**config.mk**
```make
export PLATFORM = sky130hd
export DESIGN_NAME = crc_multi_engine
export DESIGN_NICKNAME = d
export VERILOG_FILES = /design/src/rtl/crc_pkg.sv /design/src/rtl/crc_byte_stage.sv /design/src/rtl/crc_datapath.sv /design/src/rtl/crc_ctrl_fsm.sv /design/src/rtl/crc_multi_engine.sv
export SDC_FILE = /design/constraint.sdc
export NUM_CORES = 1
export LEC_CHECK = 0
export BUFFER_PORTS_ARGS = -buffer_cell sky130_fd_sc_hd__buf_2
export CORE_MARGIN = 2
export CORE_UTILIZATION = 45
export DETAILED_ROUTE_END_ITERATION = 12
export PLACE_DENSITY = 0.73
export RECOVER_POWER = 50
export SETUP_SLACK_MARGIN = 0.5
export SLEW_MARGIN = 20
export SYNTH_ARGS = -nofsm -noshare
export SYNTH_HDL_FRONTEND = slang
export SYNTH_SLANG_ARGS = --single-unit
```
**constraint.sdc**
```tcl
create_clock -name clk -period 16.1 [get_ports clk]
set_clock_uncertainty 0.1 [all_clocks]
set_input_delay 3.22 -clock clk [delete_from_list [all_inputs] [get_ports clk]]
set_output_delay 3.22 -clock clk [all_outputs]
set_load 0.01 [all_outputs]
```
**src/rtl/crc_pkg.sv**
```systemverilog
package crc_pkg;
    localparam int DATA_W    = 32;
    localparam int BYTE_W    = 8;
    localparam int NBYTES    = DATA_W / BYTE_W;
    localparam int ADDR_W    = 2;

    localparam logic [ADDR_W-1:0] ADDR_CTRL = 2'd0;
    localparam logic [ADDR_W-1:0] ADDR_SEED = 2'd1;
    localparam logic [ADDR_W-1:0] ADDR_DATA = 2'd2;
    localparam logic [ADDR_W-1:0] ADDR_SUM  = 2'd3;

    localparam int CTL_IREV = 2;
    localparam int CTL_OREV = 3;
    localparam int CTL_WIDE = 4;
    localparam int CTL_INIT = 5;

    typedef enum logic [1:0] {
        MODE_CRC32 = 2'd0,
        MODE_CCITT = 2'd1,
        MODE_CRC16 = 2'd2,
        MODE_CRC8  = 2'd3
    } crc_mode_e;

    typedef enum logic [1:0] {
        ST_IDLE   = 2'd0,
        ST_SEEDED = 2'd1,
        ST_ACCUM  = 2'd2
    } eng_state_e;

    // Generator polynomial placed against the top bit of the word.
    function automatic logic [DATA_W-1:0] poly_top(crc_mode_e m);
        unique case (m)
            MODE_CRC32: poly_top = 32'h04C1_1DB7;
            MODE_CCITT: poly_top = 32'h1021_0000;
            MODE_CRC16: poly_top = 32'h8005_0000;
            default:    poly_top = 32'h0700_0000;
        endcase
    endfunction

    function automatic logic [DATA_W-1:0] width_mask(crc_mode_e m);
        unique case (m)
            MODE_CRC32:             width_mask = 32'hFFFF_FFFF;
            MODE_CCITT, MODE_CRC16: width_mask = 32'h0000_FFFF;
            default:                width_mask = 32'h0000_00FF;
        endcase
    endfunction

    // Low-justified value to top-justified working form.
    function automatic logic [DATA_W-1:0] to_top(logic [DATA_W-1:0] v, crc_mode_e m);
        unique case (m)
            MODE_CRC32:             to_top = v;
            MODE_CCITT, MODE_CRC16: to_top = {v[15:0], 16'h0};
            default:                to_top = {v[7:0], 24'h0};
        endcase
    endfunction

    function automatic logic [DATA_W-1:0] from_top(logic [DATA_W-1:0] a, crc_mode_e m);
        unique case (m)
            MODE_CRC32:             from_top = a;
            MODE_CCITT, MODE_CRC16: from_top = {16'h0, a[31:16]};
            default:                from_top = {24'h0, a[31:24]};
        endcase
    endfunction

    function automatic logic [BYTE_W-1:0] flip_byte(logic [BYTE_W-1:0] b);
        for (int i = 0; i < BYTE_W; i++) flip_byte[i] = b[BYTE_W-1-i];
    endfunction

    // Reverse the active-width low bits; upper bits come out zero.
    function automatic logic [DATA_W-1:0] flip_active(logic [DATA_W-1:0] v, crc_mode_e m);
        logic [DATA_W-1:0] r;
        logic [DATA_W-1:0] vm;
        vm = v & width_mask(m);
        for (int i = 0; i < DATA_W; i++) r[i] = vm[DATA_W-1-i];
        flip_active = from_top(r, m);
    endfunction
endpackage

```
**src/rtl/crc_byte_stage.sv**
```systemverilog
module crc_byte_stage
    import crc_pkg::*;
(
    input  crc_mode_e          mode,
    input  logic               in_rev,
    input  logic [DATA_W-1:0]  acc_i,
    input  logic [BYTE_W-1:0]  byte_i,
    output logic [DATA_W-1:0]  acc_o
);
    logic [BYTE_W-1:0] din;
    logic [DATA_W-1:0] poly;

    always_comb begin
        din   = in_rev ? flip_byte(byte_i) : byte_i;
        poly  = poly_top(mode);
        acc_o = acc_i ^ {din, {(DATA_W-BYTE_W){1'b0}}};
        for (int k = 0; k < BYTE_W; k++) begin
            acc_o = acc_o[DATA_W-1] ? ((acc_o << 1) ^ poly) : (acc_o << 1);
        end
    end
endmodule

```
**src/rtl/crc_datapath.sv**
```systemverilog
module crc_datapath
    import crc_pkg::*;
(
    input  crc_mode_e          mode,
    input  logic               in_rev,
    input  logic [DATA_W-1:0]  acc_q,
    input  logic [DATA_W-1:0]  wdata,
    output logic [DATA_W-1:0]  next_byte,
    output logic [DATA_W-1:0]  next_word
);
    logic [DATA_W-1:0] chain [NBYTES+1];

    assign chain[0] = acc_q;

    // Little-endian: lowest byte lane is absorbed first.
    for (genvar g = 0; g < NBYTES; g++) begin : g_lane
        crc_byte_stage u_stage (
            .mode   (mode),
            .in_rev (in_rev),
            .acc_i  (chain[g]),
            .byte_i (wdata[g*BYTE_W +: BYTE_W]),
            .acc_o  (chain[g+1])
        );
    end

    assign next_byte = chain[1];
    assign next_word = chain[NBYTES];
endmodule

```
**src/rtl/crc_ctrl_fsm.sv**
```systemverilog
module crc_ctrl_fsm
    import crc_pkg::*;
(
    input  logic               clk,
    input  logic               rst_n,
    input  logic               bus_wr,
    input  logic [ADDR_W-1:0]  bus_addr,
    input  logic [DATA_W-1:0]  bus_wdata,
    input  logic [DATA_W-1:0]  next_byte,
    input  logic [DATA_W-1:0]  next_word,
    output crc_mode_e          mode_q,
    output logic               irev_q,
    output logic               orev_q,
    output logic               wide_q,
    output logic [DATA_W-1:0]  seed_q,
    output logic [DATA_W-1:0]  acc_q
);
    eng_state_e state_q, state_d;

    logic              wr_ctrl, wr_seed, wr_data, do_init;
    crc_mode_e         new_mode;
    logic [DATA_W-1:0] load_val;

    assign wr_ctrl  = bus_wr && (bus_addr == ADDR_CTRL);
    assign wr_seed  = bus_wr && (bus_addr == ADDR_SEED);
    assign wr_data  = bus_wr && (bus_addr == ADDR_DATA);
    assign do_init  = wr_ctrl && bus_wdata[CTL_INIT];
    assign new_mode = crc_mode_e'(bus_wdata[1:0]);

    // Seed enters in the form the checksum reads back, so a read-back value reseeds cleanly.
    assign load_val = to_top(bus_wdata[CTL_OREV] ? flip_active(seed_q, new_mode)
                                                 : (seed_q & width_mask(new_mode)), new_mode);

    always_ff @(posedge clk or negedge rst_n) begin
        if (!rst_n) state_q <= ST_IDLE;
        else        state_q <= state_d;
    end

    always_comb begin
        state_d = state_q;
        unique case (state_q)
            ST_IDLE: begin
                if (do_init)      state_d = ST_SEEDED;
                else if (wr_data) state_d = ST_ACCUM;
            end
            ST_SEEDED: begin
                if (wr_data)      state_d = ST_ACCUM;
            end
            ST_ACCUM: begin
                if (do_init)      state_d = ST_SEEDED;
            end
            default:              state_d = ST_IDLE;
        endcase
    end

    always_ff @(posedge clk or negedge rst_n) begin
        if (!rst_n) begin
            mode_q <= MODE_CRC32;
            irev_q <= 1'b0;
            orev_q <= 1'b0;
            wide_q <= 1'b0;
            seed_q <= '0;
            acc_q  <= '0;
        end else begin
            if (wr_ctrl) begin
                mode_q <= new_mode;
                irev_q <= bus_wdata[CTL_IREV];
                orev_q <= bus_wdata[CTL_OREV];
                wide_q <= bus_wdata[CTL_WIDE];
            end
            if (wr_seed) seed_q <= bus_wdata;
            if (do_init)      acc_q <= load_val;
            else if (wr_data) acc_q <= wide_q ? next_word : next_byte;
        end
    end

    AST_INIT_SEEDS: assert property (@(posedge clk) disable iff (!rst_n)
        do_init |=> (state_q == ST_SEEDED));

    AST_DATA_ACCUMULATES: assert property (@(posedge clk) disable iff (!rst_n)
        wr_data |=> (state_q == ST_ACCUM));

    AST_SUM_HOLDS: assert property (@(posedge clk) disable iff (!rst_n)
        !(wr_data || do_init) |=> $stable(acc_q));
endmodule

```
**src/rtl/crc_multi_engine.sv**
```systemverilog
module crc_multi_engine
    import crc_pkg::*;
(
    input  logic               clk,
    input  logic               rst_n,
    input  logic               bus_wr,
    input  logic [ADDR_W-1:0]  bus_addr,
    input  logic [DATA_W-1:0]  bus_wdata,
    output logic [DATA_W-1:0]  bus_rdata
);
    crc_mode_e         mode_q;
    logic              irev_q, orev_q, wide_q;
    logic [DATA_W-1:0] seed_q, acc_q, next_byte, next_word, sum_low;

    crc_ctrl_fsm u_ctrl (
        .clk       (clk),
        .rst_n     (rst_n),
        .bus_wr    (bus_wr),
        .bus_addr  (bus_addr),
        .bus_wdata (bus_wdata),
        .next_byte (next_byte),
        .next_word (next_word),
        .mode_q    (mode_q),
        .irev_q    (irev_q),
        .orev_q    (orev_q),
        .wide_q    (wide_q),
        .seed_q    (seed_q),
        .acc_q     (acc_q)
    );

    crc_datapath u_dp (
        .mode      (mode_q),
        .in_rev    (irev_q),
        .acc_q     (acc_q),
        .wdata     (bus_wdata),
        .next_byte (next_byte),
        .next_word (next_word)
    );

    assign sum_low = from_top(acc_q, mode_q);

    always_comb begin
        unique case (bus_addr)
            ADDR_CTRL: bus_rdata = {{(DATA_W-5){1'b0}}, wide_q, orev_q, irev_q, mode_q};
            ADDR_SEED: bus_rdata = seed_q & width_mask(mode_q);
            ADDR_DATA: bus_rdata = '0;
            default:   bus_rdata = orev_q ? flip_active(sum_low, mode_q) : sum_low;
        endcase
    end

    AST_UPPER_ZERO: assert property (@(posedge clk) disable iff (!rst_n)
        (bus_addr == ADDR_SUM && mode_q != MODE_CRC32) |-> (bus_rdata[31:16] == 16'h0));
endmodule

```
==> results.json, run 1 <==
{
  "routed_wl_um": 56720,
  "slew_viol_final": 105,
  "rr_worst_depth": 29,
  "route.vias.total": 13891,
  "vias_per_cell": 6.428,
  "initial_core_util_pct": 45.43,
  "tightest_slew_ns": 3.934,
  "nets": 1799,
  "synth_nets": 1827,
  "syn_avg_cell_area_um2": 7.982,
  "yosysUniqueCellTypes": 97,
  "avgRoutedWirePerCell_um": 26.24,
  "grt_max_degree": 70,
  "syn_inst": 1782,
  "violations": "max-capacitance violations, max-slew violations",
  "hpwlAfterDp_um": 43760,
  "grt.overflow.total": 0,
  "numCtsBuffers": 9,
  "critPathLaunch": "bus_wdata[3]",
  "cts.clk_slew.worst_paths_ns": 0.06,
  "cts_sinks": 69,
  "grt_usage_pct": 33.89,
  "tritoncts": "done",
  "min_to": "u_ctrl.seed_q[0]$_DFFE_PN0P_",
  "timing.rr.end": "u_ctrl.acc_q[26]$_DFFE_PN0P_",
  "setup_violations": 0,
  "drive_gt1_share_pct": 12.56,
  "synth_warnings": 0,
  "rows": 65,
  "drtPass1Iterations": 6,
  "coreArea_um2": 31310,
  "synth_seq_cells": 69,
  "fp.dieW_um": 181.8,
  "die_h_um": 181.8,
  "hold_path.startpoint": "u_ctrl.seed_q[0]$_DFFE_PN0P_",
  "grt_pass1_wl_um": 84280,
  "antenna_found_initial": 0,
  "postSynth.asyncResetShare_pct": 100.0,
  "drv_cap": 2,
  "rrSetupSlack_ns": 4.70,
  "cp_slowest_stage_delay_ns": 0.58,
  "path_class": "in2reg",
  "antenna_left": 0,
  "root_buffer": "clkbuf_16",
  "worst_path_most_repeated_cell": "mux2i_1",
  "endpoint_kind": "flop",
  "place.gp.congestion": 1.029,
  "dieArea_um2": 33050,
  "finalCritPeriodShare_pct": 84.80,
  "clk_latency_ns": 0.35,
  "ctsHoldBuffers": 0,
  "regToRegStartpoint": "u_ctrl.irev_q$_DFFE_PN0P_",
  "drt_iter0_drc": 1764,
  "h-tree-depth": 3,
  "cp_slowest_cell": "or4_4",
  "hold_viol": 0,
  "holdPathStages": 2,
  "synth_edf_count": 0,
  "cts_resized": 0,
  "n_antenna_cell": 0,
  "min_path_type": "reg2reg",
  "period_needed_ns": 13.65,
  "synth_area_um2": 14220,
  "clockBufferDepth": 2,
  "grt_pass1_vias": 13214,
  "syn2layout_area_growth_pct": 5.586,
  "final.setup.tns_ns": 0,
  "fmax_ghz": 0.07325,
  "rsz0062_at_grt": "false",
  "postCtsSetupBuffers": 0,
  "cp_max_fo": 37,
  "ys.flop_type": "dfrtp_1",
  "ioPinCount": 69,
  "slew-limit-headroom_pct": -162.3,
  "cp-start-kind": "input port",
  "status": "complete, but fails checks",
  "worstPathRequired_ns": 16.23,
  "ys_seq_area_share_pct": 12.14,
  "cp.arrival_ns": 13.78,
  "port_buffers": 68,
  "post-route-drc-count": 0
}
[per-layer routing]
| layer | track usage, % | vias to the layer above | part of all wire, % |
|---|---|---|---|
| li1 | - | 6174 | - |
| met1 | 44.50 | 6636 | 41 |
| met2 | 53.21 | 900 | 44 |
| met4 | 17.17 | 0 | 6.1 |
| met3 | 6.478 | 181 | 9.4 |
| met5 | 0 | - | 0 |
[how the worst max path moves through the flow]
stage	end	slack, ns
final	u_ctrl.acc_q[26]$_DFFE_PN0P_	2.45
after global routing	u_ctrl.acc_q[11]$_DFFE_PN0P_	1.77
after CTS	u_ctrl.acc_q[7]$_DFFE_PN0P_	2.59
after detailed placement	u_ctrl.acc_q[7]$_DFFE_PN0P_	2.21
after global placement	u_ctrl.acc_q[7]$_DFFE_PN0P_	2.61
after floorplan	u_ctrl.acc_q[7]$_DFFE_PN0P_	3.83
[final cells by class]
class	instances	area, um2
fill	3093	16290
multi-input combinational	1566	11950
sequential	69	1728
tap	402	503.0
timing repair buffer	89	485.5
clock buffer	10	229.0
inverter	19	72.57
clock inverter	6	50.05
[critical path: cells and delay by family]
kind / cells / cell delay, ns
AND/OR/NAND/NOR: 9 / 2.72
AO/OA/AOI/OAI: 2 / 0.35
XOR/XNOR: 13 / 5.17
multiplexers: 5 / 1.74
buffers and inverters: 1 / 0.55
[synthesized netlist by cell type (12+ instances only)]
master	number	area share, %
o22ai_1	12	0.53
o21a_1	12	0.63
nor2b_1	13	0.57
dfrtp_1	69	12
xnor2_2	12	1.4
xnor2_1	319	20
mux2_2	45	3.6
a221oi_1	14	0.86
o21ai_0	90	3.2
nand2_1	207	5.5
a211oi_1	18	0.95
a22oi_1	36	1.9
nor3_1	31	1.1
mux2i_1	69	4.9
a22o_1	25	1.5
nand3_1	28	0.99
inv_1	17	0.45
xnor3_1	42	6.7
clkbuf_1	99	2.6
a21oi_1	106	3.7
and2_1	17	0.75
buf_1	17	0.45
nor2_1	152	4.0
xor2_1	88	5.4
[sequential cells by signal (all words and copies together) (netlist names)]
signal	cells
u_ctrl.mode_q	2
u_ctrl.irev_q	1
u_ctrl.acc_q	32
u_ctrl.orev_q	1
u_ctrl.wide_q	1
u_ctrl.seed_q	32
[layout by cell type (no fill, tap or decap), types with 14 or more instances in the layout]
cell      count
a21oi_1     106
a22oi_1      36
xnor2_1     319
nor2_1      151
buf_2        67
a211oi_1     18
nand3_1      28
xor2_1       88
o21ai_0      90
nand2_1     207
nor3_1       31
a22o_1       25
mux2_2       44
xnor3_1      42
dfrtp_1      68
mux2i_1      69
buf_4        18
and2_1       17
inv_1        16
a221oi_1     14
[kinds of logic after synthesis]
group	after synthesis	synth area share, %
AOI/OAI and AO/OA	417	19.78
xor gates and xnor gates	486	37.11
adders and majority gates	8	0.7038
buffers and inverters	147	4.038
DFF	69	12.14
muxes	118	8.990
and+or+nand+nor	537	17.24
[stage by stage]
stage	setup WS, ns	std cells	utilization, %	hold WS (ns)	instance area [um2]
6_report	2.448	2161	47.96	0.4632	15020
5_1_grt	1.772	2161	47.96	0.5074	15020
4_1_cts	2.586	2161	48.00	0.4563	15030
3_5_place_dp	2.207	2145	47.10	0.4406	14750
3_3_place_gp	2.613	2145	47.10	0.4268	14750
2_1_floorplan	3.830	1782	-	0.3915	14220
Power of run 1 is left out: the tool's default activity adds up to more than one toggle a clock period on the data nets, which glitch-free logic cannot reach.
==> run 2: changes to the inputs <==
- clock period: 16.1 -> 14.1 ns (I/O delays scaled with it)
==> run 2 against run 1 <==
The run still ends with max-capacitance violations, max-slew violations left; global-route usage fell by 0.48 points; setup slack worse by 1.3 ns; critical path depth is the same; utilization increased by 0.23 points; cell area increased by 0.47%; first-iteration DRC count increased by 8.8%; routed wire length down 1.2%; via count rose by 0.29%; sequential share of layout area shrank 0.054 points; sequential cell count stayed put; non-clock buffer count rose by 3; cell count increased by 0.14%.
==> results.json, run 2 (synthesis gave the netlist of run 1 again) <==
{
  "nets": 1802,
  "layout_commonest_cell": "xnor2_1",
  "antenna_left": 0,
  "finalCritPeriodShare_pct": 92.13,
  "ioPinCount": 69,
  "drv_cap": 2,
  "fp.dieW_um": 181.8,
  "root_buffer": "clkbuf_16",
  "die_h_um": 181.8,
  "dp_slack_ns": 0.6845,
  "setup_slack_ns": 1.110,
  "tritoncts": "done",
  "numCtsBuffers": 9,
  "cp_max_fo": 12,
  "h-tree-depth": 3,
  "place.gp.congestion": 1.039,
  "grt_pass1_vias": 13155,
  "fmax_ghz": 0.07698,
  "slew_viol_final": 105,
  "port_buffers": 68,
  "clockBufferDepth": 2,
  "setup_violations": 0,
  "status": "complete, but fails checks",
  "drive_gt1_share_pct": 12.77,
  "slew-limit-headroom_pct": -171.5,
  "antenna_found_initial": 0,
  "clk_latency_ns": 0.36,
  "rows": 65,
  "syn2layout_area_growth_pct": 6.087,
  "met1_usage_pct": 46.14,
  "coreArea_um2": 31310,
  "multi_input_area_um2": 11980,
  "initial_core_util_pct": 45.43,
  "cp_slowest_stage_delay_ns": 0.61,
  "postCtsSetupBuffers": 0,
  "period_needed_ns": 12.99,
  "grt.overflow.total": 0,
  "layout_common_cells": "xnor2_1, nand2_1, nor2_1, a21oi_1, o21ai_0",
  "worstPathRequired_ns": 14.24,
  "avgRoutedWirePerCell_um": 25.90,
  "cp.arrival_ns": 13.13,
  "drt_iter0_drc": 1920,
  "tightest_slew_ns": 4.072,
  "grt_pass1_wl_um": 83470,
  "cp-start-kind": "input port",
  "hold_viol": 0,
  "cp_slowest_cell": "xnor3_1",
  "drtPass1Iterations": 6,
  "cts_sinks": 69,
  "endpoint_kind": "flop",
  "path_class": "in2reg",
  "min_path_type": "reg2reg",
  "vias_per_cell": 6.438,
  "violations": "max-capacitance violations, max-slew violations",
  "hpwlAfterDp_um": 42850,
  "rsz0062_at_grt": "false",
  "grt_usage_pct": 33.41,
  "top_regs": "u_ctrl.acc_q (32), u_ctrl.seed_q (32), u_ctrl.mode_q (2)",
  "post-route-drc-count": 0,
  "grt_max_degree": 70,
  "met2_usage_pct": 51.65,
  "worst_path_most_repeated_cell": "xnor3_1",
  "final.setup.tns_ns": 0,
  "routed_wl_um": 56040,
  "seqCellArea_um2": 1728,
  "timing.hold.ws_ns": 0.5027,
  "n_antenna_cell": 0,
  "top_usage_layer": "met2",
  "fill_cells": 3082,
  "cts.clk_slew.worst_paths_ns": 0.07,
  "dieArea_um2": 33050,
  "utilization_pct": 48.19,
  "route.vias.total": 13931,
  "grt_util_met3_pct": 4.593
}
## run 2: final timing paths
path                                         startpoint  cells after the start                             to  slack (ns)
max                                        bus_wdata[4]                     30    u_ctrl.acc_q[7]$_DFFE_PN0P_        1.11
min                        u_ctrl.seed_q[0]$_DFFE_PN0P_                      2   u_ctrl.seed_q[0]$_DFFE_PN0P_        0.50
max reg2reg                   u_ctrl.irev_q$_DFFE_PN0P_                     29    u_ctrl.acc_q[7]$_DFFE_PN0P_        2.56
min reg2reg                u_ctrl.seed_q[0]$_DFFE_PN0P_                      2   u_ctrl.seed_q[0]$_DFFE_PN0P_        0.50
max in group asynchronous                         rst_n                      2      u_ctrl.irev_q$_DFFE_PN0P_        7.46
min in group asynchronous                         rst_n                      2  u_ctrl.seed_q[23]$_DFFE_PN0P_        3.88
## run 2: cell type report
| type | count | area share [%] |
|---|---|---|
| Clock buffer | 10 | 1.517 |
| Clock inverter | 6 | 0.4726 |
| Inverter | 19 | 0.4809 |
| Multi-Input combinational cell | 1566 | 79.38 |
| Sequential cell | 69 | 11.45 |
| Tap cell | 402 | 3.333 |
| Timing Repair Buffer | 92 | 3.366 |
## run 2: stage by stage
step                area (um2)  std cells
detailed placement       14770       2148
global placement         14770       2148
finish                   15090       2164
CTS                      15070       2164
global route             15090       2164
floorplan                14220       1782
## run 2: metal layers
metal	share of wire, %	wire length [um]
met5	0	0
met4	5.0	2774
met3	9.5	5344
met2	44	24610
met1	42	23310
## run 2: worst max-delay path, delay by kind of cell
family | cells | cell delay (ns)
xor+xnor | 13 | 5.36
simple gates | 8 | 2.12
mux | 4 | 1.70
buf+inv | 1 | 0.15
compound gates | 4 | 0.98
## run 2: what timing repair did
action	4_1_cts	5_1_grt
resized for setup	0	4
hold buffers	0	0
setup endpoints to repair	0	10
Power of run 2 is left out for the same reason.
